<file path="src/rtl/chmix_pkg.sv">
// Shared types for the channel mixer.
package chmix_pkg;
    // Source choice for one output channel; the encoding is decoded by the mixer.
    typedef enum logic [1:0] {
        SRC_ZERO  = 2'b00,
        SRC_RIGHT = 2'b01,
        SRC_LEFT  = 2'b10,
        SRC_AVG   = 2'b11
    } src_e;
endpackage

</file>
<file path="src/rtl/chmix_mixer.sv">
// Selects the source of one output channel from a left/right pair.
// Assumes two's-complement samples; the average floors via arithmetic shift.
module chmix_mixer #(
    parameter int DW = 24
) (
    input  logic [1:0]           sel,
    input  logic signed [DW-1:0] in_l,
    input  logic signed [DW-1:0] in_r,
    output logic signed [DW-1:0] mixed
);
    import chmix_pkg::*;

    logic signed [DW:0] sum;
    logic               unused_lsb;

    // Widened sum so the average never overflows.
    assign sum        = {in_l[DW-1], in_l} + {in_r[DW-1], in_r};
    assign unused_lsb = sum[0];

    // Pick the source named by the selection code.
    always_comb begin
        case (src_e'(sel))
            SRC_RIGHT: mixed = in_r;
            SRC_LEFT:  mixed = in_l;
            SRC_AVG:   mixed = sum[DW:1];
            default:   mixed = '0;
        endcase
    end
endmodule

</file>
<file path="src/rtl/chmix_ramp.sv">
// Level tracker: moves one unit toward target on each step pulse.
// Assumes the target may change at any time; it holds when equal.
module chmix_ramp #(
    parameter int LW       = 8,
    parameter int INIT_LVL = 0
) (
    input  logic          clk,
    input  logic          rst_n,
    input  logic          step,
    input  logic [LW-1:0] target,
    output logic [LW-1:0] level
);
    // Walk toward target by one unit per step; reset to INIT_LVL.
    always_ff @(posedge clk) begin
        if (!rst_n)
            level <= LW'(INIT_LVL);
        else if (step && level < target)
            level <= level + 1'b1;
        else if (step && level > target)
            level <= level - 1'b1;
    end

    // never moves by more than one unit per edge
    a_r4_unit_move: assert property (@(posedge clk) disable iff (!rst_n)
        (level == $past(level)) || (level == $past(level) + 1'b1) ||
        (level == $past(level) - 1'b1));

    // without a step pulse the level holds
    a_r4_idle_hold: assert property (@(posedge clk) disable iff (!rst_n)
        !step |=> $stable(level));

    // a step below target raises the level
    a_r5_heads_up: assert property (@(posedge clk) disable iff (!rst_n)
        (step && level < target) |=> level == $past(level) + 1'b1);

    // a step above target lowers the level
    a_r5_heads_down: assert property (@(posedge clk) disable iff (!rst_n)
        (step && level > target) |=> level == $past(level) - 1'b1);
endmodule

</file>
<file path="src/rtl/chmix_gain.sv">
// Applies attenuation level and mute factor to one sample, truncating twice.
// Assumes full-scale level (all ones) maps to unity gain.
module chmix_gain #(
    parameter int DW = 24,
    parameter int LW = 8
) (
    input  logic signed [DW-1:0] sample,
    input  logic [LW-1:0]        att_lvl,
    input  logic [LW-1:0]        mute_lvl,
    output logic signed [DW-1:0] scaled
);
    localparam int PW = DW + LW + 2;

    logic [LW:0]          c_att, c_mute;
    logic signed [PW-1:0] p1, p2;
    logic signed [DW-1:0] stage1;
    logic                 unused_bits;

    // Map a level to its coefficient; full scale becomes 2^LW.
    function automatic logic [LW:0] coef(input logic [LW-1:0] v);
        return (v == {LW{1'b1}}) ? (LW+1)'(1 << LW) : {1'b0, v};
    endfunction

    assign c_att  = coef(att_lvl);
    assign c_mute = coef(mute_lvl);

    // First multiply by the attenuator, keep floor(p/2^LW).
    assign p1     = {{(LW+2){sample[DW-1]}}, sample} * $signed({{(PW-LW-1){1'b0}}, c_att});
    assign stage1 = p1[DW+LW-1:LW];

    // Second multiply by the mute factor.
    assign p2     = {{(LW+2){stage1[DW-1]}}, stage1} * $signed({{(PW-LW-1){1'b0}}, c_mute});
    assign scaled = p2[DW+LW-1:LW];

    assign unused_bits = ^{p1[PW-1:DW+LW], p1[LW-1:0], p2[PW-1:DW+LW], p2[LW-1:0]};
endmodule

</file>
<file path="src/rtl/chmix_atten.sv">
// Stereo channel mixer with ramped per-channel attenuation and soft mute.
// Assumes in_valid pulses at most once per frame; one-cycle output latency.
module chmix_atten #(
    parameter int DW          = 24,
    parameter int LW          = 8,
    parameter int STEP_FRAMES = 4
) (
    input  logic                 clk,
    input  logic                 rst_n,
    input  logic                 in_valid,
    input  logic signed [DW-1:0] in_left,
    input  logic signed [DW-1:0] in_right,
    input  logic [3:0]           mix_code,
    input  logic [LW-1:0]        tgt_left,
    input  logic [LW-1:0]        tgt_right,
    input  logic                 link,
    input  logic                 smute,
    output logic                 out_valid,
    output logic signed [DW-1:0] out_left,
    output logic signed [DW-1:0] out_right
);
    localparam int          CW    = (STEP_FRAMES > 1) ? $clog2(STEP_FRAMES) : 1;
    localparam logic [CW-1:0] LAST = CW'(STEP_FRAMES - 1);
    localparam int          FULL  = (1 << LW) - 1;
    localparam int          NCH   = 2;

    logic [CW-1:0]        frame_cnt;
    logic                 step;
    logic [LW-1:0]        mute_lvl;
    logic [LW-1:0]        mute_tgt;
    logic [LW-1:0]        tgt   [NCH];
    logic [LW-1:0]        lvl   [NCH];
    logic [1:0]           sel   [NCH];
    logic signed [DW-1:0] mixed [NCH];
    logic signed [DW-1:0] scaled[NCH];

    // Count accepted frames; a step fires on the last frame of each group.
    always_ff @(posedge clk) begin
        if (!rst_n)
            frame_cnt <= '0;
        else if (in_valid)
            frame_cnt <= (frame_cnt == LAST) ? '0 : frame_cnt + 1'b1;
    end
    assign step = in_valid && (frame_cnt == LAST);

    assign sel[0]   = mix_code[3:2];
    assign sel[1]   = mix_code[1:0];
    assign tgt[0]   = tgt_left;
    assign tgt[1]   = link ? tgt_left : tgt_right;
    assign mute_tgt = smute ? '0 : LW'(FULL);

    // Soft-mute factor shares the step timing with the attenuators.
    chmix_ramp #(.LW(LW), .INIT_LVL(FULL)) u_mute_ramp (
        .clk(clk), .rst_n(rst_n), .step(step), .target(mute_tgt), .level(mute_lvl)
    );

    // One mixer, attenuator ramp and gain stage per output channel.
    for (genvar ch = 0; ch < NCH; ch++) begin : g_ch
        chmix_mixer #(.DW(DW)) u_mixer (
            .sel(sel[ch]), .in_l(in_left), .in_r(in_right), .mixed(mixed[ch])
        );
        chmix_ramp #(.LW(LW), .INIT_LVL(0)) u_att_ramp (
            .clk(clk), .rst_n(rst_n), .step(step), .target(tgt[ch]), .level(lvl[ch])
        );
        chmix_gain #(.DW(DW), .LW(LW)) u_gain (
            .sample(mixed[ch]), .att_lvl(lvl[ch]), .mute_lvl(mute_lvl), .scaled(scaled[ch])
        );
    end

    // Register the processed pair on each accepted frame.
    always_ff @(posedge clk) begin
        if (!rst_n) begin
            out_valid <= 1'b0;
            out_left  <= '0;
            out_right <= '0;
        end else begin
            out_valid <= in_valid;
            if (in_valid) begin
                out_left  <= scaled[0];
                out_right <= scaled[1];
            end
        end
    end

    // a silent left source yields zero
    a_r1_zero_src_left: assert property (@(posedge clk) disable iff (!rst_n)
        (in_valid && mix_code[3:2] == 2'b00) |=> out_left == '0);

    // a silent right source yields zero
    a_r1_zero_src_right: assert property (@(posedge clk) disable iff (!rst_n)
        (in_valid && mix_code[1:0] == 2'b00) |=> out_right == '0);

    // every accepted frame produces an output strobe next cycle
    a_r2_valid_follows: assert property (@(posedge clk) disable iff (!rst_n)
        in_valid |=> out_valid);

    // between frames the outputs hold and no strobe appears
    a_r2_hold_between: assert property (@(posedge clk) disable iff (!rst_n)
        !in_valid |=> (!out_valid && $stable(out_left) && $stable(out_right)));

    // zero attenuation level silences the channel
    a_r3_zero_level: assert property (@(posedge clk) disable iff (!rst_n)
        (in_valid && lvl[0] == '0) |=> out_left == '0);

    // a fully closed mute factor silences both channels
    a_r6_mute_floor: assert property (@(posedge clk) disable iff (!rst_n)
        (in_valid && mute_lvl == '0) |=> (out_left == '0 && out_right == '0));
endmodule

</file>
<file path="config.mk">
export PLATFORM = sky130hd
export DESIGN_NAME = chmix_atten
export DESIGN_NICKNAME = d
export VERILOG_FILES = /design/src/rtl/chmix_pkg.sv /design/src/rtl/chmix_mixer.sv /design/src/rtl/chmix_ramp.sv /design/src/rtl/chmix_gain.sv /design/src/rtl/chmix_atten.sv
export SDC_FILE = /design/constraint.sdc
export NUM_CORES = 2
export LEC_CHECK = 0
export ABC_CLOCK_PERIOD_IN_PS = 17200
export BUFFER_PORTS_ARGS = -buffer_cell sky130_fd_sc_hd__buf_2
export CAP_MARGIN = 20
export CORE_MARGIN = 2
export CORE_UTILIZATION = 30
export DETAILED_ROUTE_END_ITERATION = 8
export GPL_TIMING_DRIVEN = 0
export PLACE_DENSITY = 0.5
export SLEW_MARGIN = 25
export SYNTH_ARGS = -nofsm -noshare
export SYNTH_HDL_FRONTEND = slang
export SYNTH_HIERARCHICAL = 1
export SYNTH_SLANG_ARGS = --single-unit
</file>
<file path="constraint.sdc">
create_clock -name clk -period 17.2 [get_ports clk]
set_input_delay 3.44 -clock clk [delete_from_list [all_inputs] [get_ports clk]]
set_output_delay 3.44 -clock clk [all_outputs]
set_load 0.005 [all_outputs]
</file>
==> flow_summary_export.csv <==
group,metric,value,unit
status,run_status,"complete, no violations",
sta,fin_ws,0.6977,ns
detailed_routing,antenna_left,0,
synthesis,syn_area,36440,um2
setup_path,max_stage_delay,0.56,ns
finish,final_util,32.97,%
setup_path,ff2ff_setup_slack,3.74,ns
pwr,power.total,1.005,mW
finish,register_area,1501,um2
finish,most-common-layout-cells,"inv_1 (814), fa_1 (685), nand2_1 (520), ha_1 (353), nor2_1 (235)",
cts,clkTransAtPathRegs,0.07,ns
cts,cts_hold_buf,0,
setup_path,worstPathMaxFanout,10,
die,die-area,124300,um2
run,cap_violations,0,
synthesis,ys_ff_latch,75,
finish,fillers,12810,
placement,place_hpwl,94810,um
sta,fin_crit_sh,95.94,%
setup_path,crit_required,17.46,ns
detailed_routing,routed.top_layer,"met4",
sta,finalHoldViolCount,0,
placement,numPortBuffers,117,
finish,drive_gt1_share,6.486,%
cts,htree_num_levels,3,
grt,grt_overflow_total,0,
synthesis,yosysTopAreaCellShare,37.63,%
setup_path,critPathSlowestCell,"fa_1",
die,core_area,120300,um2
grt,grt_max_degree,18,
finish,nets,5531,
cts,insertion_delay,0.38,ns
detailed_routing,drt-vias-per-instance,4.874,
synthesis,synth_edf_count,0,
synthesis,ys_seq_area_share,4.120,%
detailed_routing,wl_per_cell,18.40,um
synthesis,syn_inst,4282,
finish,layoutNonFillerInstCount,6038,
sta,tns,0,ns
detailed_routing,wl,111100,um
grt,grt_pass1_vias,31290,
sta,finalCriticalPeriod,16.50,ns
grt,grt_pass1_wl,177100,um
setup_path,crit_path_end_kind,"register",
cts,cts_buffers,9,
detailed_routing,firstDrtPassIters,5,
synthesis,yosys_warnings,6,
setup_path,crit_top_cell,"fa_1",
synthesis,synth_cell_types,101,
sta,rsz0062_at_grt,"no",
synthesis,ys.flop_type,"dfxtp_1",
synthesis,ys_top_cells_by_area,"fa_1 (38%), ha_1 (12%), inv_1 (8.4%)",
pwr,power_density,25.34,nW/um2
sta,slew_headroom,25.30,%
synthesis,synth_nets,5393,
sta,drv_slew,0,
die,fp-row-count,127,
pwr,p_leak,21.48,nW
sta,worst_pin_slew,1.113,ns
cts,cts_root_buf,"clkbuf_16",
die,die_h,352.5,um
finish,area_delta_synth_final,8.824,%
detailed_routing,wl_met1,50870,um
sta,fmax,60.60,MHz
finish,final_common_cell,"inv_1",
detailed_routing,drt_iter0_markers,1707,
sta,setup_viol,0,
detailed_routing,routed-via-count,29430,
worst_hold_path,hold_class,"reg2reg",
die,io_pins,122,
setup_path,critPathArrivalTime,16.77,ns
synthesis,synth_top_cell_by_area,"fa_1",
setup_path,path_class,"in2reg",
synthesis,avgSynthCellArea,8.510,um2
sta,finClkSkew,0.01091,ns
placement,place_ws,-0.7132,ns
detailed_routing,met2_length,53820,um
cts,cts.sink_count,75,
detailed_routing,drc,0,
die,die_w,352.5,um
synthesis,ys_async_sr_fraction,0,%
cts,clock_path_buffers,2,
cts,cts_tree,"done",
die,start_util,30.29,%
grt,track_usage,18.00,%
setup_path,start_kind,"primary input",
grt,antenna_found_initial,0,
finish,multi_input_area,31400,um2
detailed_routing,detailroute.wirelength.met3,4088,um
placement,dpl.cell_count,6015,
pwr,ir_drop,40.96,uV
placement,routabilityCongestion,0.8786,
-- synthesized netlist by cell type (all sizes together) (5+ instances only) --
library cell and number:
o2111ai 6, a221oi 6, o311ai 8, a211oi 26
a22o 14, nor2 243, mux2i 74, a31oi 16
and2 101, nor3b 6, mux2 22, a311oi 9
a41oi 8, inv 814, dfxtp 75, a211o 7
nand3 44, and3 198, xor2 55, o21bai 17
xnor2 125, buf 27, a21o 71, nor3 34
ha 353, nand2 520, nand2b 30, a22oi 28
a221o 6, nand4 30, a21oi 158, o211ai 13
o22ai 6, o21ai 103, clkbuf 135, or2 17
nor2b 101, o21a 19, fa 685, nand3b 5
or3 11
-- power breakdown --
part / switching (mW) / internal [mW] / leakage, nW / total, mW
Combinational: 0.385 / 0.214 / 20.7 / 0.599
Clock: 0.101 / 0.117 / 0.156 / 0.218
Sequential: 0.00700 / 0.181 / 0.607 / 0.188
Total: 0.493 / 0.512 / 21.5 / 1.00
-- state kept, by name, indices dropped and copies added, names as in the netlist --
signal,flops
out_left,24
out_right,24
g_ch.u_att_ramp/level,16
u_mute_ramp/level,8
frame_cnt,2
out_valid,1
-- stage by stage --
step	hold WS (ns)	area (um2)
global placement	0.4927	39040
finish	0.5107	39660
global route	0.5399	39650
floorplan	0.4868	36440
CTS	0.5173	39480
detailed placement	0.5013	39150
-- final timing paths --
path                                             from                   endpoint  cells after the start
max                                        in_left[0]  out_left[23]$_SDFFE_PN0P_                     48
min                         out_left[18]$_SDFFE_PN0P_  out_left[18]$_SDFFE_PN0P_                      2
max reg2reg  g_ch[0].u_att_ramp/level[0]$_SDFFE_PN0P_  out_left[23]$_SDFFE_PN0P_                     46
min reg2reg                 out_left[18]$_SDFFE_PN0P_  out_left[18]$_SDFFE_PN0P_                      2
-- critical path, delay by kind of cell --
| kind | cells | cell delay [ns] |
|---|---|---|
| adders and majority gates | 13 | 6.19 |
| AOI/OAI and AO/OA | 14 | 3.56 |
| and+or+nand+nor | 9 | 1.50 |
| buffers and inverters | 9 | 1.22 |
| xor gates and xnor gates | 2 | 0.69 |
| muxes | 1 | 0.15 |
-- metal layers --
metal  vias up  track usage (%)
li1      13900                -
met1     14810            24.12
met2       606            31.65
met3       119            1.351
met4         0            3.803
met5         -                0
-- area by class of cell --
cell class	count	share of cell area, %
timing repair buffer	129	1.697
buffer	160	1.742
sequential	75	3.786
antenna	1	0.006310
tap	1612	5.086
clock buffer	9	0.5679
multi-input combinational	3231	79.18
inverter	814	7.705
clock inverter	7	0.2335
-- timing repair --
| item | CTS | global route |
|---|---|---|
| pin swaps | 0 | 2 |
| gates resized for setup | 3 | 21 |
| endpoints found under the hold margin | 0 | 0 |
| buffers inserted | 0 | 8 |
| endpoints found under the setup margin | 2 | 15 |
-- kinds of logic (layout without fill, tap and decap cells) --
| group | Yosys count | count (layout) | share of synthesized area [%] |
|---|---|---|---|
| AND/OR/NAND/NOR | 1361 | 1361 | 18.17 |
| adder cells (fa/ha/maj) | 1038 | 1038 | 49.75 |
| buffers and inverters | 976 | 1119 | 10.29 |
| AO/OA/AOI/OAI | 555 | 555 | 10.46 |
| XOR/XNOR | 181 | 181 | 4.481 |
| multiplexers | 96 | 96 | 2.723 |
| flip-flops | 75 | 75 | 4.120 |
| other | 0 | 1 | 0 |
(Power assumes the default switching activity.)
